==> src/rtl/ppd_pkg.sv <==
package ppd_pkg;

    typedef enum logic [1:0] {
        ST_HALT  = 2'd0,
        ST_CHECK = 2'd1,
        ST_READ  = 2'd2,
        ST_WRITE = 2'd3
    } xfer_state_e;

    // word index of each register (byte offset >> 2)
    localparam int IDX_CTRL_SET = 0;
    localparam int IDX_CTRL_CLR = 1;
    localparam int IDX_PADDR    = 2;
    localparam int IDX_B0_START = 3;   // buffer b start at 3 + 2b, count at 4 + 2b

    // control word bit positions
    localparam int B_EN0   = 0;
    localparam int B_DONE0 = 1;
    localparam int B_EN1   = 2;
    localparam int B_DONE1 = 3;
    localparam int B_ACT   = 4;
    localparam int B_RUN   = 5;
    localparam int B_STOP  = 6;
    localparam int B_IE    = 7;
    localparam int B_WID   = 9;
    localparam int B_DIR   = 12;
    localparam int B_PHI   = 20;

    localparam logic [31:0] CTRL_WMASK = 32'h00FF_BFBF;

endpackage

==> src/rtl/ppd_regfile.sv <==
module ppd_regfile
    import ppd_pkg::*;
#(
    parameter int CNT_W = 16,
    parameter int HI_W  = 4,
    localparam int ADDR_W = 32 + HI_W
) (
    input  logic              clk,
    input  logic              rst_n,
    input  logic              reg_wr,
    input  logic [4:0]        reg_addr,
    input  logic [31:0]       reg_wdata,
    output logic [31:0]       reg_rdata,
    input  logic              stopped_i,
    input  logic              step_i,
    input  logic              buf_done_i,
    output logic              run_o,
    output logic              dir_o,
    output logic              en_act_o,
    output logic              cnt_zero_o,
    output logic              irq_o,
    output logic [ADDR_W-1:0] mem_addr_o,
    output logic [ADDR_W-1:0] per_addr_o
);

    logic [31:0] ctrl_q, ctrl_d, paddr_q, stride;
    logic [2:0]  word_idx;
    logic        wr_ok, wr_set, wr_clr, act;
    logic [1:0][31:0]       start_v;
    logic [1:0][CNT_W-1:0]  cnt_v;
    logic [1:0][HI_W-1:0]   hi_v;
    logic [1:0][31:0]       cnt_word;
    logic [CNT_W-1:0]       cnt_act;

    assign word_idx = reg_addr[4:2];
    assign wr_ok    = reg_wr && (reg_addr[1:0] == 2'b00);
    assign wr_set   = wr_ok && (word_idx == 3'(IDX_CTRL_SET));
    assign wr_clr   = wr_ok && (word_idx == 3'(IDX_CTRL_CLR));
    assign act      = ctrl_q[B_ACT];

    always_comb begin
        case (ctrl_q[B_WID +: 2])
            2'd0:    stride = 32'd1;
            2'd1:    stride = 32'd2;
            default: stride = 32'd4;
        endcase
    end

    // hardware completion first, then software set/clear on top
    always_comb begin
        ctrl_d = ctrl_q;
        if (buf_done_i) begin
            ctrl_d[act ? B_DONE1 : B_DONE0] = 1'b1;
            ctrl_d[act ? B_EN1 : B_EN0]     = 1'b0;
            ctrl_d[B_ACT]                   = ~act;
        end
        if (wr_set) ctrl_d = ctrl_d | (reg_wdata & CTRL_WMASK);
        if (wr_clr) ctrl_d = ctrl_d & ~(reg_wdata & CTRL_WMASK);
    end

    always_ff @(posedge clk or negedge rst_n) begin
        if (!rst_n) begin
            ctrl_q  <= '0;
            paddr_q <= '0;
        end else begin
            ctrl_q <= ctrl_d;
            if (wr_ok && word_idx == 3'(IDX_PADDR)) paddr_q <= reg_wdata;
        end
    end

    for (genvar b = 0; b < 2; b++) begin : g_buf
        logic [31:0]      start_r;
        logic [CNT_W-1:0] cnt_r;
        logic [HI_W-1:0]  hi_r;
        logic             wr_start, wr_cnt, hit;

        assign wr_start = wr_ok && (word_idx == 3'(IDX_B0_START + 2 * b));
        assign wr_cnt   = wr_ok && (word_idx == 3'(IDX_B0_START + 2 * b + 1));
        assign hit      = step_i && (act == 1'(b));

        always_ff @(posedge clk or negedge rst_n) begin
            if (!rst_n) begin
                start_r <= '0;
                cnt_r   <= '0;
                hi_r    <= '0;
            end else begin
                if (wr_start)  start_r <= reg_wdata;
                else if (hit)  start_r <= start_r + stride;
                if (wr_cnt) begin
                    cnt_r <= reg_wdata[CNT_W-1:0];
                    hi_r  <= reg_wdata[CNT_W +: HI_W];
                end else if (hit) begin
                    cnt_r <= cnt_r - 1'b1;
                end
            end
        end

        assign start_v[b]  = start_r;
        assign cnt_v[b]    = cnt_r;
        assign hi_v[b]     = hi_r;
        assign cnt_word[b] = 32'({hi_r, cnt_r});
    end

    always_comb begin
        case (word_idx)
            3'd0:    reg_rdata = ctrl_q | (32'(stopped_i) << B_STOP);
            3'd2:    reg_rdata = paddr_q;
            3'd3:    reg_rdata = start_v[0];
            3'd4:    reg_rdata = cnt_word[0];
            3'd5:    reg_rdata = start_v[1];
            3'd6:    reg_rdata = cnt_word[1];
            default: reg_rdata = '0;
        endcase
    end

    assign cnt_act    = cnt_v[act];
    assign run_o      = ctrl_q[B_RUN];
    assign dir_o      = ctrl_q[B_DIR];
    assign en_act_o   = act ? ctrl_q[B_EN1] : ctrl_q[B_EN0];
    assign cnt_zero_o = (cnt_act == '0);
    assign irq_o      = ctrl_q[B_IE] && (ctrl_q[B_DONE0] || ctrl_q[B_DONE1]);
    assign mem_addr_o = {hi_v[act], start_v[act]};
    assign per_addr_o = {ctrl_q[B_PHI +: HI_W], paddr_q};

    assert_step_nonzero_R6: assert property (@(posedge clk) disable iff (!rst_n)
        step_i |-> (cnt_act != '0));

    assert_count_dec_R6: assert property (@(posedge clk) disable iff (!rst_n)
        (step_i && !reg_wr) |=> (cnt_act == $past(cnt_act) - 1'b1));

    assert_switch_R7: assert property (@(posedge clk) disable iff (!rst_n)
        (buf_done_i && !reg_wr) |=> (ctrl_q[B_ACT] != $past(ctrl_q[B_ACT])));

    assert_done_flag_R7: assert property (@(posedge clk) disable iff (!rst_n)
        (buf_done_i && !reg_wr && !act) |=> (ctrl_q[B_DONE0] && !ctrl_q[B_EN0]));

endmodule

==> src/rtl/ppd_xfer_fsm.sv <==
module ppd_xfer_fsm
    import ppd_pkg::*;
#(
    parameter int DATA_W = 32,
    parameter int ADDR_W = 36
) (
    input  logic              clk,
    input  logic              rst_n,
    input  logic              run_i,
    input  logic              dir_i,
    input  logic              en_act_i,
    input  logic              cnt_zero_i,
    input  logic [ADDR_W-1:0] mem_addr_i,
    input  logic [ADDR_W-1:0] per_addr_i,
    output logic              stopped_o,
    output logic              step_o,
    output logic              buf_done_o,
    output logic              mem_req,
    output logic              mem_we,
    output logic [ADDR_W-1:0] mem_addr,
    output logic [DATA_W-1:0] mem_wdata,
    input  logic [DATA_W-1:0] mem_rdata,
    input  logic              mem_ack,
    output logic              per_req,
    output logic              per_we,
    output logic [ADDR_W-1:0] per_addr,
    output logic [DATA_W-1:0] per_wdata,
    input  logic [DATA_W-1:0] per_rdata,
    input  logic              per_ack
);

    xfer_state_e state_q, state_d;
    logic [DATA_W-1:0] data_q;
    logic dir_q, src_ack, dst_ack;

    assign src_ack = dir_q ? per_ack : mem_ack;
    assign dst_ack = dir_q ? mem_ack : per_ack;

    always_comb begin
        state_d = state_q;
        unique case (state_q)
            ST_HALT:  if (run_i) state_d = ST_CHECK;
            ST_CHECK: begin
                if (!run_i)                        state_d = ST_HALT;
                else if (en_act_i && !cnt_zero_i)  state_d = ST_READ;
            end
            ST_READ:  if (src_ack) state_d = ST_WRITE;
            ST_WRITE: if (dst_ack) state_d = ST_CHECK;
        endcase
    end

    always_ff @(posedge clk or negedge rst_n) begin
        if (!rst_n) begin
            state_q <= ST_HALT;
            data_q  <= '0;
            dir_q   <= 1'b0;
        end else begin
            state_q <= state_d;
            if (state_q == ST_CHECK && state_d == ST_READ) dir_q <= dir_i;
            if (state_q == ST_READ && src_ack) data_q <= dir_q ? per_rdata : mem_rdata;
        end
    end

    always_comb begin
        stopped_o  = 1'b0;
        step_o     = 1'b0;
        buf_done_o = 1'b0;
        mem_req    = 1'b0;
        per_req    = 1'b0;
        mem_we     = 1'b0;
        per_we     = 1'b0;
        unique case (state_q)
            ST_HALT:  stopped_o = 1'b1;
            ST_CHECK: buf_done_o = run_i && en_act_i && cnt_zero_i;
            ST_READ: begin
                mem_req = !dir_q;
                per_req = dir_q;
            end
            ST_WRITE: begin
                mem_req = dir_q;
                per_req = !dir_q;
                mem_we  = 1'b1;
                per_we  = 1'b1;
                step_o  = dst_ack;
            end
        endcase
    end

    assign mem_addr  = mem_addr_i;
    assign per_addr  = per_addr_i;
    assign mem_wdata = data_q;
    assign per_wdata = data_q;

    assert_stop_after_run_R9: assert property (@(posedge clk) disable iff (!rst_n)
        $rose(stopped_o) |-> !$past(run_i));

    assert_mem_hold_R11: assert property (@(posedge clk) disable iff (!rst_n)
        (mem_req && !mem_ack) |=> (mem_req && $stable(mem_we) && $stable(mem_wdata)));

    assert_per_hold_R11: assert property (@(posedge clk) disable iff (!rst_n)
        (per_req && !per_ack) |=> (per_req && $stable(per_we) && $stable(per_addr)));

endmodule

==> src/rtl/pingpong_dma_chan.sv <==
module pingpong_dma_chan #(
    parameter int DATA_W = 32,
    parameter int CNT_W  = 16,
    parameter int HI_W   = 4,
    localparam int ADDR_W = 32 + HI_W
) (
    input  logic              clk,
    input  logic              rst_n,
    input  logic              reg_wr,
    input  logic [4:0]        reg_addr,
    input  logic [31:0]       reg_wdata,
    output logic [31:0]       reg_rdata,
    output logic              mem_req,
    output logic              mem_we,
    output logic [ADDR_W-1:0] mem_addr,
    output logic [DATA_W-1:0] mem_wdata,
    input  logic [DATA_W-1:0] mem_rdata,
    input  logic              mem_ack,
    output logic              per_req,
    output logic              per_we,
    output logic [ADDR_W-1:0] per_addr,
    output logic [DATA_W-1:0] per_wdata,
    input  logic [DATA_W-1:0] per_rdata,
    input  logic              per_ack,
    output logic              irq
);

    logic stopped, step, buf_done, run, dir, en_act, cnt_zero;
    logic [ADDR_W-1:0] mem_addr_w, per_addr_w;

    ppd_regfile #(.CNT_W(CNT_W), .HI_W(HI_W)) u_regs (
        .clk(clk), .rst_n(rst_n),
        .reg_wr(reg_wr), .reg_addr(reg_addr), .reg_wdata(reg_wdata), .reg_rdata(reg_rdata),
        .stopped_i(stopped), .step_i(step), .buf_done_i(buf_done),
        .run_o(run), .dir_o(dir), .en_act_o(en_act), .cnt_zero_o(cnt_zero), .irq_o(irq),
        .mem_addr_o(mem_addr_w), .per_addr_o(per_addr_w)
    );

    ppd_xfer_fsm #(.DATA_W(DATA_W), .ADDR_W(ADDR_W)) u_fsm (
        .clk(clk), .rst_n(rst_n),
        .run_i(run), .dir_i(dir), .en_act_i(en_act), .cnt_zero_i(cnt_zero),
        .mem_addr_i(mem_addr_w), .per_addr_i(per_addr_w),
        .stopped_o(stopped), .step_o(step), .buf_done_o(buf_done),
        .mem_req(mem_req), .mem_we(mem_we), .mem_addr(mem_addr), .mem_wdata(mem_wdata),
        .mem_rdata(mem_rdata), .mem_ack(mem_ack),
        .per_req(per_req), .per_we(per_we), .per_addr(per_addr), .per_wdata(per_wdata),
        .per_rdata(per_rdata), .per_ack(per_ack)
    );

endmodule

==> config.mk <==
export PLATFORM = sky130hd
export DESIGN_NAME = pingpong_dma_chan
export DESIGN_NICKNAME = d
export VERILOG_FILES = /design/src/rtl/ppd_pkg.sv /design/src/rtl/ppd_regfile.sv /design/src/rtl/ppd_xfer_fsm.sv /design/src/rtl/pingpong_dma_chan.sv
export SDC_FILE = /design/constraint.sdc
export NUM_CORES = 1
export LEC_CHECK = 0
export ABC_AREA = 1
export CAP_MARGIN = 10
export CELL_PAD_IN_SITES_DETAIL_PLACEMENT = 1
export CELL_PAD_IN_SITES_GLOBAL_PLACEMENT = 1
export CORE_MARGIN = 5
export CORE_UTILIZATION = 40
export CTS_CLUSTER_DIAMETER = 40
export DETAILED_ROUTE_END_ITERATION = 10
export DONT_BUFFER_PORTS = 1
export GPL_TIMING_DRIVEN = 0
export PLACE_DENSITY = 0.73
export SYNTH_ARGS = -nofsm -noshare
export SYNTH_HDL_FRONTEND = slang
export SYNTH_SLANG_ARGS = --single-unit
==> constraint.sdc <==
create_clock -name clk -period 2 [get_ports clk]
set_input_delay 0.4 -clock clk [delete_from_list [all_inputs] [get_ports clk]]
set_output_delay 0.4 -clock clk [all_outputs]
set_load 0.02 [all_outputs]
==> results of run 1 <==
==> cells by family (layout without fill, tap and decap cells) <==
kind of cell / after synthesis / after routing
xor+xnor: 54 / 54
fa+ha+maj: 10 / 10
simple gates: 826 / 826
buf+inv: 290 / 377
mux: 5 / 5
compound gates: 324 / 324
flops: 193 / 193
==> cell type report <==
class	count	area [sq um]	share of cell area
buffer	100	734	0.0486
clock buffer	19	443	0.0293
clock inverter	13	150	0.00993
inverter	187	738	0.0488
multi-input combinational	1219	7250	0.479
sequential	193	4850	0.321
tap	396	495	0.0328
timing repair buffer	58	464	0.0307
==> synthesized netlist by cell type (all sizes together) <==
cell type and count:
nor3 23, nand2 538, o21bai 11, o221ai 41, o211ai 16, nand4 8, nand3 85, clkbuf 29
a31oi 32, inv 183, a21oi 58, fa 2, xnor2 2, o311ai 1, o21ai 94, a221o 4
o2111ai 15, a22oi 2, o22ai 49, mux2 5, o21a 1, xor2 52, buf 74, clkinv 4
nor2 169, nor4 1, or2 1, dfrtp 193, nor3b 1, ha 8
==> flip-flops by register name (all words and copies together) (netlist names), named ones only <==
register and flops:
u_regs.g_buf.hi_r 8, u_regs.paddr_q 32, u_regs.g_buf.cnt_r 32, u_fsm.mem_wdata 32, u_regs.g_buf.start_r 64, u_fsm.dir_q 1
u_regs.ctrl_q 5, u_fsm.state_q 2
==> metal layers <==
metal / GRT usage / vias to the layer above / share of wire
li1: - / 5728 / -
met3: 0.0740 / 190 / 0.085
met1: 0.411 / 6542 / 0.39
met5: 0 / - / 0
met2: 0.531 / 655 / 0.47
met4: 0.149 / 0 / 0.059
==> through the flow <==
step / util / TNS [ns] / total power, mW
detailed placement: 0.420 / -34.05 / 16.0
finish: 0.498 / -7.08 / 22.0
floorplan: - / -0.0102 / 13.3
global route: 0.498 / -10.87 / 23.1
global placement: 0.420 / -30.49 / 15.7
CTS: 0.481 / -5.36 / 21.1
==> critical path, stage by stage (launching register included) <==
cell and delay, ns:
dfrtp_2 0.47, nor2_4 0.19, ha_2 0.22, inv_1 0.06, fa_2 0.37, o21ai_4 0.25
nand3_2 0.16, inv_1 0.12, nand2_1 0.12, xor2_1 0.16, nand2_1 0.06, nand2_1 0.05
==> cells in the final DEF, fill, tap and decap left out, drive strengths merged <==
master    count
o221ai       41
nor2        169
o21a          1
ha            8
mux2          5
nand4         8
nor3b         1
or2           1
o211ai       16
a22oi         2
a221o         4
o22ai        49
nor4          1
xor2         52
xnor2         2
o311ai        1
bufinv        2
clkinvlp      3
a31oi        32
a21oi        58
buf         136
clkbuf       41
nand3        85
inv         188
o21bai       11
dfrtp       193
o21ai        94
nand2       538
fa            2
nor3         23
clkinv        7
o2111ai      15
==> report_power, final <==
group | switching (mW) | internal, mW | total, mW
logic | 6.91 | 3.58 | 10.5
clock network | 1.79 | 1.91 | 3.69
registers | 2.47 | 5.38 | 7.84
total | 11.2 | 10.9 | 22.0
==> worst paths after layout <==
check | slack (ns) | endpoint | start | cells past startpoint
min reg2reg | 0.51 | u_regs.g_buf[0].hi_r[0] | u_regs.g_buf[0].hi_r[0] | 2
min in group clk | 0.01 | flop | reg_wdata[10] | 1
max | -0.35 | u_regs.g_buf[0].start_r[22] | flop | 11
max in group asynchronous | 2.03 | u_fsm.mem_wdata[16] | rst_n | 0
min | -0.37 | u_fsm.mem_wdata[27] | rst_n | 0
max reg2reg | -0.35 | u_regs.g_buf[0].start_r[22] | flop | 11
==> what timing repair did <==
item,CTS,global route
gates cloned,0,0
pin swaps,34,38
endpoints found under the hold margin,193,193
setup endpoints to repair,150,150
gates resized for setup,284,99
buffers inserted,31,27
==> run summary, run 1 <==
Fraction of layout cells with a size suffix above 1: 0.222
Largest net degree at the start of global routing: 194
Worst skew pair latency: 0.47 ns
Synth cell types: 43
Hold crit path type: primary input to asynchronous set/reset pin
Crit path required time: 2.36 ns
Die width: 185 um
I/O Pins: 279
Sequential cell area fraction in the yosys report: 0.395
Yosys top cell area share: 0.395
Core box area: 30300 sq um
Leak Pwr: 6.65 nW
Non-Filler Instances: 2185
Die area: 34100 sq um
Final ANT Viol Nets: 0
Slew Viols, Final: 0
DP HPWL: 42800 um
Row count: 64
Cell count after synthesis: 1702
Post-route setup slack: -0.351 ns
Number of global-route vias before repair: 13100
First-pass DRT Iterations: 6
PortBufs: 0
Syn nets: 1818
Area grow syn2layout: 23.8%
H-tree depth: 4
CTS buffer count: 17
Final setup fails: 38
First-pass GRT wire length: 83100 um
Drt wl/cell: 26.3 um
Post-layout net count: 1892
Crit-path max FO: 5
Total Routing Usage GR: 0.325
Synth warn: 0
Fin. Hold Viols: 193
WP data arrival: 2.71 ns
Complex-gate fraction of the synthesized area: 0.166
Final wirelength: 57500 um
Yosys top cell by area: dfrtp_1
Fillers: 3703
Fmax: 0.425 GHz
CTS tree: built
GRT Residual Overflow: 0
Worst-margin pin slew: 0.765 ns
Clock transition at path regs: 0.08 ns
Post-Synth Simple-Gate Area: 0.275
Status: complete, but fails checks
Slew HR: 0.490
Final Cycle Share: 1.18
Drt initial violations: 1204
Failing checks: hold timing, setup timing
Combinational family with the most area after synthesis: simple AND/OR/NAND/NOR gates
Worst hold margin: -0.371 ns
Post-synthesis xor/xnor area fraction: 0.0387
Clk_skew: 0.0145 ns
TritonCTS Sinks: 193
Setup CP Type: flop to flop
Dpl ws: -0.673 ns
Multiplexer share of the synthesized area: 0.00461
Final instance area: 15100 sq um
RSZ-0062 raised after global routing: yes
Max VDD drop: 0.000635 V
Crit end category: flop
Synthesized area per cell: 7.18 sq um
Initial core utilization: 0.403
DP Area: 12700 sq um
Max Cap Viol: 0
Tmin final: 2.35 ns
Worst setup SP type: flop
Max Root-Sink Buffers: 2
Root buffer cell: clkbuf_16
Drt drc: 0
Mapped Area: 12200 sq um
Top post-synthesis cells by area: dfrtp_1 (40%), nand2_1 (16%), inv_1 (5.2%)
Post-synthesis adder-cell area fraction: 0.0115
Ant diodes: 0
Power Dens Cells: 1460 nW/um^2
Via/cell ratio: 6.00
Vias: 13100
Die Height: 185 um
RD Place Congestion: 0.962
Placed cell count: 2098
Initial antenna violation count: 1
#FFs+latches synth: 193
No activity file was read; power rests on OpenSTA's default activity.
==> run 2, diff against run 1 <==
--- a/config.mk
+++ b/config.mk
@@ -14,7 +14,7 @@
 export CTS_CLUSTER_DIAMETER = 40
 export DETAILED_ROUTE_END_ITERATION = 10
 export DONT_BUFFER_PORTS = 1
-export GPL_TIMING_DRIVEN = 0
+export GPL_TIMING_DRIVEN = 1
 export PLACE_DENSITY = 0.73
 export SYNTH_ARGS = -nofsm -noshare
 export SYNTH_HDL_FRONTEND = slang
==> run summary, run 2 (synthesis results as in run 1) <==
Status: complete, but fails checks
Failing checks: hold timing, setup timing
Worst setup SP type: flop
Final setup fails: 75 (+97%)
Max VDD drop: 0.000732 V (+15%)
Post-layout net count: 1973 (+4.3%)
Worst hold margin: -0.371 ns (+0.0000970 ns)
Max Cap Viol: 0 (unchanged)
Power Dens Cells: 1460 nW/um^2 (+0.33%)
Max reg flops: 64 (unchanged)
First-pass DRT Iterations: 5 (-1)
Crit end category: flop
Die area: 34100 sq um (unchanged)
Area grow syn2layout: 33.5%
Core box area: 30300 sq um (unchanged)
Power Total: 23.8 mW (+8.2%)
Die Height: 185 um (unchanged)
Number of global-route vias before repair: 13600 (+3.5%)
Drt wl/cell: 26.8 um (+1.8%)
Commonest non-fill, non-tap cell in the layout: nand2_1
Non-Filler Instances: 2265 (+3.7%)
Fraction of layout cells with a size suffix above 1: 0.292 (+0.0697)
Slew Viols, Final: 0 (unchanged)
Reg2Reg Depth: 12 (+1)
R2R Setup Slk: -0.35 ns (about the same)
Crit-path max FO: 4 (-1)
Fmax: 0.425 GHz (about the same)
Final wirelength: 60700 um (+5.5%)
Via/cell ratio: 6.11 (+1.7%)
Final Cycle Share: 1.18 (about the same)
CTS tree: built
WP data arrival: 2.75 ns (+0.04 ns)
Critical-path top delay cell: dfrtp_1
Ant diodes: 0 (unchanged)
Post-route setup slack: -0.352 ns (-0.000440 ns)
Placed cell count: 2163 (+3.1%)
Vias: 13800 (+5.5%)
Clk_skew: 0.0177 ns (+0.00319 ns)
Worst skew pair latency: 0.47 ns (about the same)
H-tree depth: 4 (unchanged)
DP Area: 13500 sq um (+6.1%)
R2r endpoint: u_regs.g_buf[0].start_r[12]
Max Root-Sink Buffers: 2 (unchanged)
Leak Pwr: 7.37 nW (+11%)
Largest stage delay, worst path: 0.43 ns (-0.04 ns)
Cell repeated most along the worst path: buf_6
Initial antenna violation count: 0 (-1)
RD Place Congestion: 1.00 (+4.0%)
Worst-margin pin slew: 0.464 ns (-0.301 ns)
Total Routing Usage GR: 0.314 (-0.0105)
Tmin final: 2.35 ns (+0.000440 ns)
Setup CP Type: flop to flop
PortBufs: 0 (unchanged)
TNS Setup: -10.29 ns (-3.21 ns)
Slew HR: 0.688 (+0.198)
Register with the most flip-flops: u_regs.g_buf.start_r
Commonest non-fill, non-tap cells in the layout: nand2_1 (476), dfrtp_1 (176), buf_4 (147)
Fillers: 3632 (-1.9%)
Largest net degree at the start of global routing: 194 (unchanged)
Fin. Hold Viols: 193 (unchanged)
Crit path max-delay family: adder cells
Clock transition at path regs: 0.08 ns (about the same)
Final instance area: 16300 sq um (+7.9%)
TritonCTS Sinks: 193 (unchanged)
Final ANT Viol Nets: 0 (unchanged)
I/O Pins: 279 (unchanged)
DP HPWL: 40500 um (-5.3%)
Crit path required time: 2.40 ns (+0.04 ns)
Buf/Inv on CP: 4 (+2)
Root buffer cell: clkbuf_16
GRT Residual Overflow: 0 (unchanged)
Drt drc: 0 (unchanged)
Crit-path cells: nor2_2, ha_2, inv_2, fa_2, o21ai_4, buf_6, inv_4, nor2_4, buf_6, xor2_1, nand2_1, nand3_1
Drt initial violations: 1398 (+16%)
CTS buffer count: 17 (unchanged)
Hold crit path type: primary input to asynchronous set/reset pin
Initial core utilization: 0.403 (unchanged)
Die width: 185 um (unchanged)
RSZ-0062 raised after global routing: yes
First-pass GRT wire length: 81600 um (-1.9%)
Row count: 64 (unchanged)
[run 2: changes by cell type in the layout (fill, tap and decap cells not counted), sizes merged]
cell	delta
buf	+99
clkinv	-2
inv	-4
clkinvlp	+1
clkbuf	-14
[run 2: cell type report]
| type | instances | area (sq um) | share of cell area |
|---|---|---|---|
| multi-input cells | 1219 | 7260 | 0.445 |
| clock inverters | 8 | 101 | 0.00621 |
| well taps | 396 | 495 | 0.0304 |
| repair buffers | 239 | 2390 | 0.146 |
| clock buffers | 23 | 498 | 0.0305 |
| inverters | 187 | 724 | 0.0444 |
| flip-flops and latches | 193 | 4850 | 0.297 |
[run 2: worst max path at each step]
stage               slack, ns  cells past startpoint                     endpoint
floorplan               -0.01                     12  u_regs.g_buf[0].start_r[30]
global placement        -0.19                     12  u_regs.g_buf[1].start_r[28]
detailed placement      -0.25                     12  u_regs.g_buf[1].start_r[30]
CTS                     -0.19                     12  u_regs.g_buf[1].start_r[30]
global route            -0.47                     12  u_regs.g_buf[1].start_r[20]
finish                  -0.35                     12  u_regs.g_buf[0].start_r[12]
[run 2: layer usage]
| metal | share of wire | GRT usage |
|---|---|---|
| met1 | 0.38 | 0.411 |
| met4 | 0.057 | 0.136 |
| met5 | 0 | 0 |
| met2 | 0.46 | 0.504 |
| met3 | 0.095 | 0.0695 |
[run 2: power breakdown]
part / leakage (nW) / internal [mW] / switching [mW] / total, mW
Combinational: 4.73 / 4.76 / 7.17 / 11.9
Clock: 0.288 / 2.00 / 1.64 / 3.65
Sequential: 2.35 / 5.37 / 2.89 / 8.26
Total: 7.37 / 12.1 / 11.7 / 23.8
[run 2: timing repair]
item | in CTS | in global routing
buffers inserted | 34 | 32
endpoints found under the hold margin | 193 | 193
endpoints found under the setup margin | 93 | 125
resized for setup | 210 | 248
pin swaps | 36 | 60
gates cloned | 4 | 4
[run 2: per-stage QoR]
stage	util	worst slack, ns
after floorplan	-	-0.0102
after global placement	0.446	-0.187
after detailed placement	0.446	-0.249
after CTS	0.496	-0.191
after global routing	0.538	-0.471
final	0.538	-0.352
